--- src/rtl/sg_pkg.sv ---
package sg_pkg;
  typedef struct packed {
    logic loadStat;
    logic clrWel;
    logic setWel;
  } sgStb_t;

  localparam int STAT_W = 8;
endpackage

--- src/rtl/sg_datapath.sv ---
module sg_datapath
  import sg_pkg::*;
(
  input  logic              clk,
  input  logic              rstN,
  input  sgStb_t            stb,
  input  logic [STAT_W-1:0] wrData,
  output logic              welQ,
  output logic              peQ,
  output logic [1:0]        bpQ
);
  always_ff @(posedge clk or negedge rstN) begin
    if (!rstN) begin
      welQ <= 1'b0;
      peQ  <= 1'b0;
      bpQ  <= 2'b00;
    end else begin
      if (stb.clrWel)      welQ <= 1'b0;
      else if (stb.setWel) welQ <= 1'b1;
      if (stb.loadStat) begin
        peQ <= wrData[7];
        bpQ <= wrData[3:2];
      end
    end
  end

  AST_KEEP_PROT: assert property (@(posedge clk) disable iff (!rstN)
    !stb.loadStat |=> ($stable(peQ) && $stable(bpQ)));
  AST_CLR_WINS: assert property (@(posedge clk) disable iff (!rstN)
    stb.clrWel |=> !welQ);
endmodule

--- src/rtl/sg_ctrl.sv ---
module sg_ctrl
  import sg_pkg::*;
#(
  parameter int ADDR_W = 13
) (
  input  logic              clk,
  input  logic              rstN,
  input  logic              setEnStb,
  input  logic              clrEnStb,
  input  logic              wrStatStb,
  input  logic              arrWrDoneStb,
  input  logic              protPin,
  input  logic              busy,
  input  logic [ADDR_W-1:0] chkAddr,
  input  logic              welQ,
  input  logic              peQ,
  input  logic [1:0]        bpQ,
  output sgStb_t            stb,
  output logic              arrWrOk,
  output logic              statWrOk
);
  localparam int TOP = ADDR_W - 1;

  logic inQuarter, inHalf, blocked, pinLock;

  always_comb begin
    inQuarter = chkAddr[TOP] & chkAddr[TOP-1];
    inHalf    = chkAddr[TOP];
    unique case (bpQ)
      2'b00:   blocked = 1'b0;
      2'b01:   blocked = inQuarter;
      2'b10:   blocked = inHalf;
      default: blocked = 1'b1;
    endcase
    pinLock  = peQ & ~protPin;
    arrWrOk  = welQ & ~busy & ~blocked;
    statWrOk = welQ & ~busy & ~pinLock;

    stb.loadStat = wrStatStb & statWrOk;
    stb.clrWel   = clrEnStb | stb.loadStat | arrWrDoneStb;
    stb.setWel   = setEnStb & ~stb.clrWel;
  end

  AST_BUSY_DENIES: assert property (@(posedge clk) disable iff (!rstN)
    busy |-> (!arrWrOk && !statWrOk));
  AST_ALL_BLOCKED: assert property (@(posedge clk) disable iff (!rstN)
    (bpQ == 2'b11) |-> !arrWrOk);
endmodule

--- src/rtl/status_guard.sv ---
module status_guard
  import sg_pkg::*;
#(
  parameter int ADDR_W = 13
) (
  input  logic              clk,
  input  logic              rstN,
  input  logic              setEnStb,
  input  logic              clrEnStb,
  input  logic              wrStatStb,
  input  logic [7:0]        wrStatData,
  input  logic              arrWrDoneStb,
  input  logic              protPin,
  input  logic              busy,
  input  logic [ADDR_W-1:0] chkAddr,
  output logic [7:0]        statRd,
  output logic              arrWrOk,
  output logic              statWrOk
);
  sgStb_t     stb;
  logic       welQ, peQ;
  logic [1:0] bpQ;

  sg_ctrl #(.ADDR_W(ADDR_W)) u_ctrl (
    .clk(clk), .rstN(rstN), .setEnStb(setEnStb), .clrEnStb(clrEnStb),
    .wrStatStb(wrStatStb), .arrWrDoneStb(arrWrDoneStb), .protPin(protPin),
    .busy(busy), .chkAddr(chkAddr), .welQ(welQ), .peQ(peQ), .bpQ(bpQ),
    .stb(stb), .arrWrOk(arrWrOk), .statWrOk(statWrOk)
  );

  sg_datapath u_dp (
    .clk(clk), .rstN(rstN), .stb(stb), .wrData(wrStatData),
    .welQ(welQ), .peQ(peQ), .bpQ(bpQ)
  );

  assign statRd = {peQ, 3'b000, bpQ, welQ, busy};

  AST_ZERO_BITS: assert property (@(posedge clk) disable iff (!rstN)
    statRd[6:4] == 3'b000);
  AST_NO_WEL_NO_WRITE: assert property (@(posedge clk) disable iff (!rstN)
    !statRd[1] |-> (!arrWrOk && !statWrOk));
  AST_PIN_LOCK: assert property (@(posedge clk) disable iff (!rstN)
    (statRd[7] && !protPin && wrStatStb) |=> $stable(statRd[7:2]));
  AST_WEL_DROPS: assert property (@(posedge clk) disable iff (!rstN)
    (wrStatStb && statWrOk) |=> !statRd[1]);
  AST_SET_WEL: assert property (@(posedge clk) disable iff (!rstN)
    (setEnStb && !clrEnStb && !wrStatStb && !arrWrDoneStb) |=> statRd[1]);
endmodule

--- config.mk ---
export PLATFORM = sky130hd
export DESIGN_NAME = status_guard
export DESIGN_NICKNAME = d
export VERILOG_FILES = /design/src/rtl/sg_pkg.sv /design/src/rtl/sg_datapath.sv /design/src/rtl/sg_ctrl.sv /design/src/rtl/status_guard.sv
export SDC_FILE = /design/constraint.sdc
export NUM_CORES = 1
export LEC_CHECK = 0
export ABC_AREA = 1
export BUFFER_PORTS_ARGS = -buffer_cell sky130_fd_sc_hd__buf_2
export CAP_MARGIN = 40
export CORE_AREA = 2 2 39 41
export CTS_CLUSTER_SIZE = 28
export DETAILED_ROUTE_END_ITERATION = 8
export DIE_AREA = 0 0 41 43
export HOLD_SLACK_MARGIN = 0.03
export PLACE_DENSITY = 0.65
export SYNTH_ARGS = -nofsm -noshare
export SYNTH_HDL_FRONTEND = slang
export SYNTH_SLANG_ARGS = --single-unit
--- constraint.sdc ---
create_clock -name clk -period 2.18 [get_ports clk]
set_input_delay 0.218 -clock clk [delete_from_list [all_inputs] [get_ports clk]]
set_output_delay 0.218 -clock clk [all_outputs]
set_load 0.005 [all_outputs]
After elaboration in Yosys (flattened, before gate mapping)
Cells that the tools add are included.
Cells by class
  equality and inequality tests: 2
  mux-type cells: 3
  bitwise gates (word level): 14
  reductions and logical operators: 2
Operators with widths (count)
  AND 1 bit: 7
  NOT 1 bit: 5
  case mux 1 bit (3 select lines): 1
  == test 2 x 1 -> 1 bit (second input constant): 1
  == test 2 bit (second input constant): 1
  zero test 2 bit: 1
  two-way mux 1 bit: 2
  OR 1 bit: 2
  nonzero test 2 bit: 1
Word-level totals
  flip-flop bits (word level): 4
  output and inout port bits: 10
  word-level logic and storage cells: 24

Depth between registers and ports, before layout
Gate-level depths: netlist of run 1.
  depth after elaboration: 11
  depth in mapped cells: 5

Modules after synthesis
A second synthesis of run 1 with hierarchy kept.
Unflattened totals
  cell total of the unflattened synthesis: 38
  area total of the unflattened synthesis: 282.8 um2
By module, submodules not included
  sg_datapath: times used 1, cells each 16, area an instance 145.1 um2, sequential area each 100.1 um2
  sg_ctrl: times used 1, cells each 15, area an instance 88.8 um2, sequential area each 0.0 um2
  status_guard: times used 1, cells each 7, area an instance 48.8 um2, sequential area each 0.0 um2

Least setup slack after synthesis of run 1
No wires, ideal clock.
  kind: reg2out
  start point: reg u_dp.welQ
  end point: out arrWrOk
  data arrival time: 0.687 ns
  data required time: 1.962 ns
  setup slack: 1.275 ns
  cell stages (with the launch flop): 5
  cell sequence: dfrtp_1 > inv_2 > nor2_8 > inv_2 > a21oi_1
Between the ends
  cells in the longest elaborated chain, start to end: 2
RTL lines
  start: declaration: line sg_datapath.sv:8  | output logic welQ,
  start signal: assignment: line sg_datapath.sv:14  | welQ <= 1'b0;
  start signal: assignment: line sg_datapath.sv:18  | if (stb.clrWel) welQ <= 1'b0;
  start signal: assignment: line sg_datapath.sv:19  | else if (stb.setWel) welQ <= 1'b1;
  AND 1 bit (2 in series): line sg_ctrl.sv:36  | arrWrOk = welQ & ~busy & ~blocked;
  end: declaration: line status_guard.sv:17  | output logic arrWrOk,
Every way passes these cells.

Worst setup path after layout of run 1
Ends and elaborated chain as after synthesis.

==> impl_results.rst, run 1 <==
.. list-table::
   :header-rows: 1

   * - Metric
     - Value
   * - Outcome
     - finished clean
   * - Post-synthesis cell area
     - 280.3 um^2
   * - Number of nets in the finished design
     - 86
   * - CTS Root Cell
     - clkbuf_4
   * - Sequential cell area
     - 100.1 um^2
   * - Leading cell types by total area after synthesis
     - dfrtp_1 (36%), buf_4 (16%), nand2_1 (13%)
   * - Leak
     - 0.2463 nW
   * - Max Clock Skew
     - 0.003652 ns
   * - Vias in the first global route
     - 227
   * - Crit path max-delay cell type
     - dfrtp_1
   * - Fraction of final layout cells with drive strength greater than 1
     - 0.4727
   * - Synth-to-Final Area Change
     - 39.29%
   * - Clock insertion delay at the later pin of the skew report
     - 0.23 ns
   * - Starting Density
     - 0.2025
   * - Power per standard cell area
     - 656.3 nW/um^2
   * - Maximum level of the CTS H-tree
     - 1
   * - Maximum number of pins on one net before global-route repair
     - 6
   * - Leading cell type in the layout, fill and taps excluded
     - buf_2
   * - GRT Resource Usage Total
     - 0.07770
   * - Worst hold path class
     - primary input to flop
   * - Final antenna-violating net count
     - 0
   * - Crit Path Max Fanout
     - 5
   * - Multi-input logic area
     - 123.9 um^2
   * - Final setup violation count
     - 0
   * - Final HPWL from detailed placement
     - 481.4 um
   * - Top-area cell type share of the netlist area
     - 0.3571
   * - Die Area
     - 1763 um^2
   * - CTS tree
     - yes
   * - Gp weighted congestion
     - 0.7338
   * - Worst r2r src
     - u_dp.peQ
   * - Post-DR vias/cell
     - 3.845
   * - Min Tclk post-route
     - 1.281 ns
   * - Drt pass-1 iters
     - 3
   * - Cell chain of the critical path
     - inv_2 > nor2_8 > inv_2 > a21oi_1 > buf_2
   * - ANT cells
     - 0
   * - Most common cell type on the critical path
     - inv_2
   * - Most used cells in the layout excluding fill and tap cells
     - buf_2 (19), nand2_1 (10), dfrtp_1 (4)
   * - Drt drc
     - 0
   * - Initial antenna violation count
     - 0
   * - DR vias
     - 273
   * - Clock-pin slew of the registers on the worst-case setup and hold paths
     - 0.04 ns
   * - Maximum cell stage delay along the critical path
     - 0.37 ns
   * - Max Transition Viols Final
     - 0
   * - Worst setup path start
     - u_dp.welQ
   * - Fraction of the yosys area taken by sequential cells
     - 0.3571
   * - Sink count of the clock tree
     - 4
   * - Standard-cell rows
     - 14
   * - Post-synthesis cell type count
     - 13
   * - Fin crit share
     - 0.5874
   * - Reg-to-reg slack, setup
     - 1.27 ns
   * - Die height
     - 43 um
   * - CP Data Required Time
     - 1.96 ns
   * - Max-cap violation count
     - 0
   * - Top-level port count
     - 39
   * - Global-route wire length before repair
     - 814 um
   * - Critical path class
     - flop to primary output
   * - Overflow left after global routing
     - 0
   * - Synthesis warning total
     - 0
   * - Worst endpoint data arrival time
     - 1.06 ns
   * - Die width
     - 41 um
   * - Detailed-route wire length
     - 568 um
   * - EDFF count, synth
     - 0
   * - Number of buffers created by CTS
     - 3
   * - Achievable frequency
     - 780.9 MHz
   * - Number of fillers in the final layout
     - 161
   * - Post-synthesis sequential element count
     - 4
   * - Kind of capture point of the worst setup path
     - primary output
   * - Commonest register cell after synthesis
     - dfrtp_1
   * - Yosys top cell by area
     - dfrtp_1
   * - CTS Buffer Depth
     - 2
   * - RSZ-0062 raised after global routing
     - false
   * - Fraction of registers with async set or reset after synthesis
     - 1.000
   * - DRT iter0 DRCs
     - 4
   * - Core Region
     - 1384 um^2
   * - Type of origin of the critical path
     - flop
   * - Peak ir drop on the vdd network
     - 0.0001494 V
   * - Total negative slack
     - 0 ns
   * - Kind of cell adding the most delay to the critical path
     - flip-flops
   * - Hold Crit Start
     - arrWrDoneStb
   * - Number of buffer and inverter instances along the worst setup path
     - 3
   * - Final hold violation count
     - 0
   * - Gate count of the mapped netlist
     - 36
   * - Mean instance size in the synthesized netlist
     - 7.785 um^2
   * - Number of buffers added on ports
     - 19
   * - Post-DR wirelength/cell
     - 8.000 um
   * - Post-layout utilization of the core
     - 0.2821
## logic make-up (layout without fill, tap and decap cells)
group | count (synthesis) | in the layout | share of synthesized area
AOI/OAI and AO/OA | 3 | 3 | 0.06251
buffers and inverters | 11 | 28 | 0.2277
and+or+nand+nor | 17 | 17 | 0.3393
DFF | 4 | 4 | 0.3572
other | 1 | 3 | 0.01338
## cell usage after synthesis (2+ instances only)
cell     number
buf_4         6
nand2_1      10
nand4_1       3
dfrtp_1       4
a21oi_1       2
inv_2         2
inv_1         3
## power breakdown
part           switching, W  internal [W]  leakage (nW)  total (W)
clock             0.0000299     0.0000616        0.0138  0.0000915
sequential        0.0000132     0.0000885        0.0514   0.000102
combinational     0.0000313     0.0000317         0.181  0.0000630
total             0.0000744      0.000182         0.246   0.000256
## layer usage
layer  GRT usage  part of all wire
met2     0.09688              0.46
met1     0.07190              0.41
met4      0.1200             0.018
met3     0.03141              0.12
met5           0                 0
## through the flow
step	setup WS, ns	power (W)	cells	cell area [um^2]	hold WS (ns)
final	0.8994	0.0002562	71	390.4	0.2095
after global placement	1.145	0.0001632	67	357.8	0.02448
after CTS	0.8753	0.0002626	71	390.4	0.2027
after detailed placement	1.131	0.0001647	67	357.8	0.02691
after global routing	0.8335	0.0002730	71	390.4	0.2228
after floorplan	1.275	0.0001421	38	287.8	-0.07759
## registers in the layout, indices dropped and copies added (netlist names)
signal / count
u_dp.bpQ: 2
u_dp.peQ: 1
u_dp.welQ: 1
## path summary, 6_finish.rpt
kind / end / cells past startpoint
max in group asynchronous: u_dp.bpQ[0] / 2
worst min-delay path: u_dp.welQ / 4
min in group asynchronous: u_dp.bpQ[1] / 2
worst max register to register: u_dp.bpQ[0] / 4
worst max-delay path: arrWrOk / 5
worst min register to register: u_dp.peQ / 2
## area by class of cell
class | count | share of cell area
Timing Repair Buffer | 20 | 0.2692
Tap cell | 16 | 0.05128
Sequential cell | 4 | 0.2564
Inverter | 5 | 0.04808
Multi-Input combinational cell | 23 | 0.3173
Clock buffer | 3 | 0.05769
## tightest hold or removal path, delay by kind of cell
family	cells	cell delay, ns
buffers and inverters	2	0.10
AND/OR/NAND/NOR	2	0.09
## what timing repair did
action                                 4_1_cts  5_1_grt
setup buffers                                0        0
endpoints found under the hold margin        4        0
hold buffers                                 1        0
gates resized for setup                      0        0
No activity file was read; power rests on OpenSTA's default activity.
==> inputs of run 2 (changes only) <==
Settings changed: ABC_AREA 1 to 0, PLACE_DENSITY 0.65 to 0.64.
Clock period 2.18 ns to 1.32 ns, I/O delays scaled along.
==> impl_results.rst, run 2 <==
.. list-table::
   :header-rows: 1

   * - Metric
     - Value
   * - Outcome
     - finished clean
   * - Fraction of the yosys area taken by sequential cells
     - 0.3756
   * - Regs by FF count
     - u_dp.bpQ (2), u_dp.peQ (1), u_dp.welQ (1)
   * - Maximum cell stage delay along the critical path
     - 0.39 ns
   * - Post-synthesis cell type count
     - 12
   * - Worst r2r src
     - u_dp.welQ
   * - Crit Path Max Fanout
     - 3
   * - Type of origin of the critical path
     - flop
   * - Kind of capture point of the worst setup path
     - primary output
   * - Post-synthesis compound-gate area fraction
     - 0.1784
   * - Fraction of the mapped netlist area in simple logic gates
     - 0.06573
   * - Hold Crit Start
     - arrWrDoneStb
   * - Top-area cell type share of the netlist area
     - 0.3756
   * - Synth-to-Final Area Change
     - 46.48%
   * - Most instantiated library cell after synthesis
     - buf_4
   * - Clock-pin slew of the registers on the worst-case setup and hold paths
     - 0.04 ns
   * - Fraction of registers with async set or reset after synthesis
     - 1.000
   * - Number of nets in the finished design
     - 74
   * - Drt drc
     - 0
   * - Die height
     - 43 um
   * - Global-route wire length before repair
     - 696 um
   * - Leading cell type in the layout, fill and taps excluded
     - buf_2
   * - Number of fillers in the final layout
     - 161
   * - Core Region
     - 1384 um^2
   * - Final setup violation count
     - 0
   * - Critical path class
     - flop to primary output
   * - Final hold violation count
     - 0
   * - Area after detailed placement
     - 344.1 um^2
   * - RSZ-0062 raised after global routing
     - false
   * - Max Transition Viols Final
     - 0
   * - Multiplexer fraction of the synthesized cell area
     - 0.1690
   * - Post-DR vias/cell
     - 3.831
   * - Endpoint of the worst register-to-register path
     - u_dp.peQ
   * - Power per standard cell area
     - 1148 nW/um^2
   * - Synthesis warning total
     - 0
   * - Largest family of logic cells by synthesized area
     - buffers and inverters
   * - Mean instance size in the synthesized netlist
     - 11.59 um^2
   * - End point of the worst hold path
     - u_dp.welQ
   * - Reg-to-reg slack, setup
     - 0.10 ns
   * - Clock insertion delay at the later pin of the skew report
     - 0.24 ns
   * - DR vias
     - 226
   * - Min Tclk post-route
     - 1.260 ns
   * - Gp weighted congestion
     - 0.5521
   * - Number of buffers created by CTS
     - 3
   * - Post-synthesis cell area
     - 266.5 um^2
   * - Initial antenna violation count
     - 0
   * - EDFF count, synth
     - 0
   * - Cell count of the worst hold path
     - 2
   * - Worst hold path class
     - primary input to flop
   * - Most used cells in the layout excluding fill and tap cells
     - buf_2 (19), dfrtp_1 (4), mux2_4 (3), conb_1 (3), clkbuf_4 (3)
   * - Max-cap violation count
     - 0
   * - Commonest register cell after synthesis
     - dfrtp_1
   * - Maximum number of pins on one net before global-route repair
     - 5
   * - Kind of cell adding the most delay to the critical path
     - flip-flops
   * - Sink count of the clock tree
     - 4
   * - Detailed-route wire length
     - 528 um
   * - Post-synthesis sequential element count
     - 4
   * - Fraction of final layout cells with drive strength greater than 1
     - 0.6744
   * - Die Area
     - 1763 um^2
   * - Top-level port count
     - 39
   * - Top reg by flops
     - u_dp.bpQ
   * - CP Data Required Time
     - 1.19 ns
   * - Overflow left after global routing
     - 0
   * - Die width
     - 41 um
   * - ANT cells
     - 0
   * - GRT Resource Usage Total
     - 0.07157
   * - Number of buffer and inverter instances along the worst setup path
     - 1
   * - CTS Root Cell
     - clkbuf_4
   * - Peak ir drop on the vdd network
     - 0.0002378 V
   * - Synth Area in Adders
     - 0
   * - Vias in the first global route
     - 177
   * - Leak
     - 0.2278 nW
   * - Finished layout cell area
     - 390.4 um^2
   * - Max reg flops
     - 2
   * - CTS Buffer Depth
     - 2
   * - Crit path max-delay cell type
     - dfrtp_1
   * - Maximum level of the CTS H-tree
     - 1
   * - Gate count of the mapped netlist
     - 23
   * - Post-DR wirelength/cell
     - 8.949 um
   * - CTS tree
     - yes
   * - Standard-cell rows
     - 14
   * - DRT iter0 DRCs
     - 0
   * - Synthesized-area fraction occupied by xor and xnor cells
     - 0
   * - Yosys top cell by area
     - dfrtp_1
   * - Final antenna-violating net count
     - 0
   * - Most frequent cells after synthesis
     - buf_4 (6), dfrtp_1 (4), mux2_4 (3)
   * - Drt pass-1 iters
     - 1
   * - Number of buffers added on ports
     - 19
   * - Leading cell types by total area after synthesis
     - dfrtp_1 (38%), buf_4 (17%), mux2_4 (17%)
   * - Achievable frequency
     - 793.5 MHz
   * - Fin crit share
     - 0.9547
   * - Total negative slack
     - 0 ns
   * - Cell chain of the critical path
     - a21o_1 > a221oi_2 > buf_2
   * - Starting Density
     - 0.1926
   * - Max Clock Skew
     - 0.002948 ns
   * - Worst Reg-to-Reg Cells
     - 3
   * - Worst endpoint data arrival time
     - 1.13 ns
[run 2: power breakdown]
group,total (W),internal [W],switching (W)
clock,0.000152,0.000102,0.0000502
sequential,0.000173,0.000149,0.0000246
combinational,0.000123,0.0000829,0.0000401
total,0.000448,0.000333,0.000115
[run 2: repair_timing]
item	CTS	global route
setup endpoints to repair	0	1
resized for setup	0	1
buffers inserted	0	1
hold buffers	1	0
hold endpoints to repair	4	0
[run 2: cell type report]
type                            count  area (um^2)  area share
Sequential cell                     4        100.1      0.2564
Multi-Input combinational cell     13        127.6      0.3269
Inverter                            2        7.507     0.01923
Timing Repair Buffer               21        112.6      0.2885
Clock buffer                        3        22.52     0.05769
Tap cell                           16        20.02     0.05128
[run 2: worst max path at each step]
stage	start	to	depth (start not counted)
detailed placement	u_dp.welQ	u_dp.bpQ[1]	3
global placement	u_dp.welQ	u_dp.peQ	3
floorplan	u_dp.welQ	u_dp.bpQ[0]	3
CTS	u_dp.bpQ[1]	arrWrOk	3
global route	u_dp.bpQ[1]	arrWrOk	3
finish	u_dp.bpQ[1]	arrWrOk	3
[run 2: kinds of logic after synthesis]
kind of cell | Yosys count
buffers and inverters | 8
DFF | 4
muxes | 3
other | 1
and+or+nand+nor | 2
AOI/OAI and AO/OA | 5
[run 2: layer usage]
layer,track usage,up-vias,part of all wire
met5,0,-,0
met4,0.1000,0,0.038
met3,0.05236,2,0.17
met2,0.09063,17,0.45
met1,0.05537,96,0.33
li1,-,111,-
[run 2: metrics by stage]
stage | setup slack [ns] | power [W] | hold WS (ns) | std cells | util
after floorplan | 0.1325 | 0.0002480 | -0.1636 | 25 | -
after global placement | 0.1051 | 0.0002795 | -0.06062 | 54 | 0.2486
after detailed placement | 0.1048 | 0.0002823 | -0.05780 | 54 | 0.2486
after CTS | 0.01476 | 0.0004403 | 0.06360 | 58 | 0.2722
after global routing | 0.007493 | 0.0004855 | 0.06894 | 59 | 0.2821
final | 0.05976 | 0.0004482 | 0.06352 | 59 | 0.2821
==> inputs of run 3 (changes only) <==
Clock period 1.32 ns to 1.2 ns, I/O delays scaled along.
==> impl_results.rst, run 3 (synthesis gave the netlist of run 2 again) <==
.. list-table::
   :header-rows: 1

   * - Metric
     - Value
   * - Outcome
     - finished, violations left
   * - Violated checks
     - setup timing
   * - Sink count of the clock tree
     - 4
   * - Most used cells in the layout excluding fill and tap cells
     - buf_2 (19), buf_4 (4), dfrtp_1 (4)
   * - Gp weighted congestion
     - 0.5515
   * - Max Transition Viols Final
     - 0
   * - Max Clock Skew
     - 0.001696 ns
   * - DRT iter0 DRCs
     - 0
   * - Crit Path Max Fanout
     - 3
   * - Starting Density
     - 0.1926
   * - Maximum level of the CTS H-tree
     - 1
   * - Leading cell type in the layout, fill and taps excluded
     - buf_2
   * - ANT cells
     - 0
   * - Total negative slack
     - -0.02656 ns
   * - Detailed-route wire length
     - 528 um
   * - Final hold violation count
     - 0
   * - Top reg by flops
     - u_dp.bpQ
   * - CP Data Required Time
     - 1.08 ns
   * - Achievable frequency
     - 815.3 MHz
   * - Final setup violation count
     - 1
   * - Leak
     - 0.2425 nW
   * - Die Area
     - 1763 um^2
   * - Regs by FF count
     - u_dp.bpQ (2), u_dp.peQ (1), u_dp.welQ (1)
   * - Cell count of the worst hold path
     - 2
   * - Worst endpoint data arrival time
     - 1.11 ns
   * - Number of buffers created by CTS
     - 3
   * - Max-cap violation count
     - 0
   * - Max reg flops
     - 2
   * - Core Region
     - 1384 um^2
   * - Maximum number of pins on one net before global-route repair
     - 5
   * - Worst slack after detailed placement
     - 0.004290 ns
   * - Post-layout utilization of the core
     - 0.3011
   * - Fin crit share
     - 1.022
   * - Reg-to-reg slack, setup
     - 0.04 ns
   * - DR vias
     - 232
   * - Fraction of final layout cells with drive strength greater than 1
     - 0.7174
   * - Global-route wire length before repair
     - 717 um
   * - Drt drc
     - 0
   * - Top-level port count
     - 39
   * - CTS tree
     - yes
   * - GRT Resource Usage Total
     - 0.07359
   * - RSZ-0062 raised after global routing
     - true
   * - Worst hold path class
     - primary input to flop
   * - Min Tclk post-route
     - 1.227 ns
   * - CTS Root Cell
     - clkbuf_4
   * - Vias in the first global route
     - 197
   * - Kind of capture point of the worst setup path
     - primary output
   * - Clock insertion delay at the later pin of the skew report
     - 0.23 ns
   * - Drt pass-1 iters
     - 1
   * - Number of fillers in the final layout
     - 153
   * - End point of the worst hold path
     - u_dp.welQ
   * - Standard-cell rows
     - 14
   * - Post-DR vias/cell
     - 3.742
   * - Critical path class
     - flop to primary output
   * - Number of nets in the finished design
     - 77
   * - Clock-pin slew of the registers on the worst-case setup and hold paths
     - 0.04 ns
   * - Synth-to-Final Area Change
     - 56.34%
   * - Final antenna-violating net count
     - 0
   * - Endpoint of the worst register-to-register path
     - u_dp.peQ
   * - Overflow left after global routing
     - 0
   * - Worst Reg-to-Reg Cells
     - 3
   * - Post-layout instance count excluding filler cells
     - 62
   * - Die width
     - 41 um
   * - Overall power consumption
     - 0.0005210 W
   * - Hold Crit Start
     - arrWrDoneStb
   * - Post-DR wirelength/cell
     - 8.516 um
   * - Worst r2r src
     - u_dp.welQ
   * - Peak ir drop on the vdd network
     - 0.0002914 V
   * - CTS Buffer Depth
     - 2
   * - Worst-case setup margin in the final layout
     - -0.02656 ns
   * - Initial antenna violation count
     - 0
   * - Number of buffers added on ports
     - 19
   * - Power per standard cell area
     - 1250 nW/um^2
   * - Type of origin of the critical path
     - flop
   * - Cell count after placement
     - 56
   * - Die height
     - 43 um
   * - Worst setup path start
     - u_dp.bpQ[1]
-- run 3: cell types whose count changed in the layout (fill, tap and decap cells not counted) --
cell / previous run / this run
buf_4: 1 / 4
a21oi_1: 1 / 0
a21oi_2: 0 / 1
-- run 3: through the flow --
step | area, um^2 | hold slack (ns)
after CTS | 405.4 | 0.05493
final | 416.7 | 0.05296
after detailed placement | 359.1 | -0.07028
after global routing | 416.7 | 0.05577
after floorplan | 274.0 | -0.1756
after global placement | 359.1 | -0.07292
-- run 3: worst max path at each step --
stage / slack [ns] / depth (start not counted) / to
4_1_cts: -0.06 / 3 / arrWrOk
5_1_grt: -0.09 / 3 / arrWrOk
2_1_floorplan: 0.01 / 3 / u_dp.bpQ[0]
6_report: -0.03 / 3 / arrWrOk
3_3_place_gp: 0.01 / 3 / u_dp.bpQ[0]
3_5_place_dp: 0.004 / 3 / u_dp.bpQ[1]
-- run 3: report_power, final --
part           total [W]  internal, W  switching (W)
logic           0.000171     0.000114      0.0000572
clock network   0.000165     0.000112      0.0000535
registers       0.000185     0.000163      0.0000210
-- run 3: critical path, cell delays in order (launching register included) --
cell and delay, ns:
dfrtp_1 0.38, a21o_1 0.16, a221oi_2 0.19, buf_2 0.14
-- run 3: layer usage --
| layer | vias up | part of all wire | track usage | wire, um |
|---|---|---|---|---|
| met4 | 0 | 0.038 | 0.1000 | 20 |
| met3 | 2 | 0.16 | 0.06806 | 85 |
| met2 | 17 | 0.44 | 0.09375 | 231 |
| li1 | 117 | - | - | - |
| met1 | 96 | 0.36 | 0.04886 | 190 |
| met5 | - | 0 | 0 | 0 |
-- run 3: final cells by class --
type | count | area, um^2 | area share
timing repair buffer | 24 | 135.1 | 0.3243
multi-input combinational | 13 | 131.4 | 0.3153
sequential | 4 | 100.1 | 0.2402
clock buffer | 3 | 22.52 | 0.05405
tap | 16 | 20.02 | 0.04805
inverter | 2 | 7.507 | 0.01802
-- run 3: repair_timing --
action | 4_1_cts | 5_1_grt
resized for setup | 1 | 1
cloned | 0 | 0
endpoints found under the hold margin | 4 | 0
endpoints found under the setup margin | 2 | 2
setup buffers | 1 | 1
pin swaps | 1 | 0
hold buffers | 1 | 0
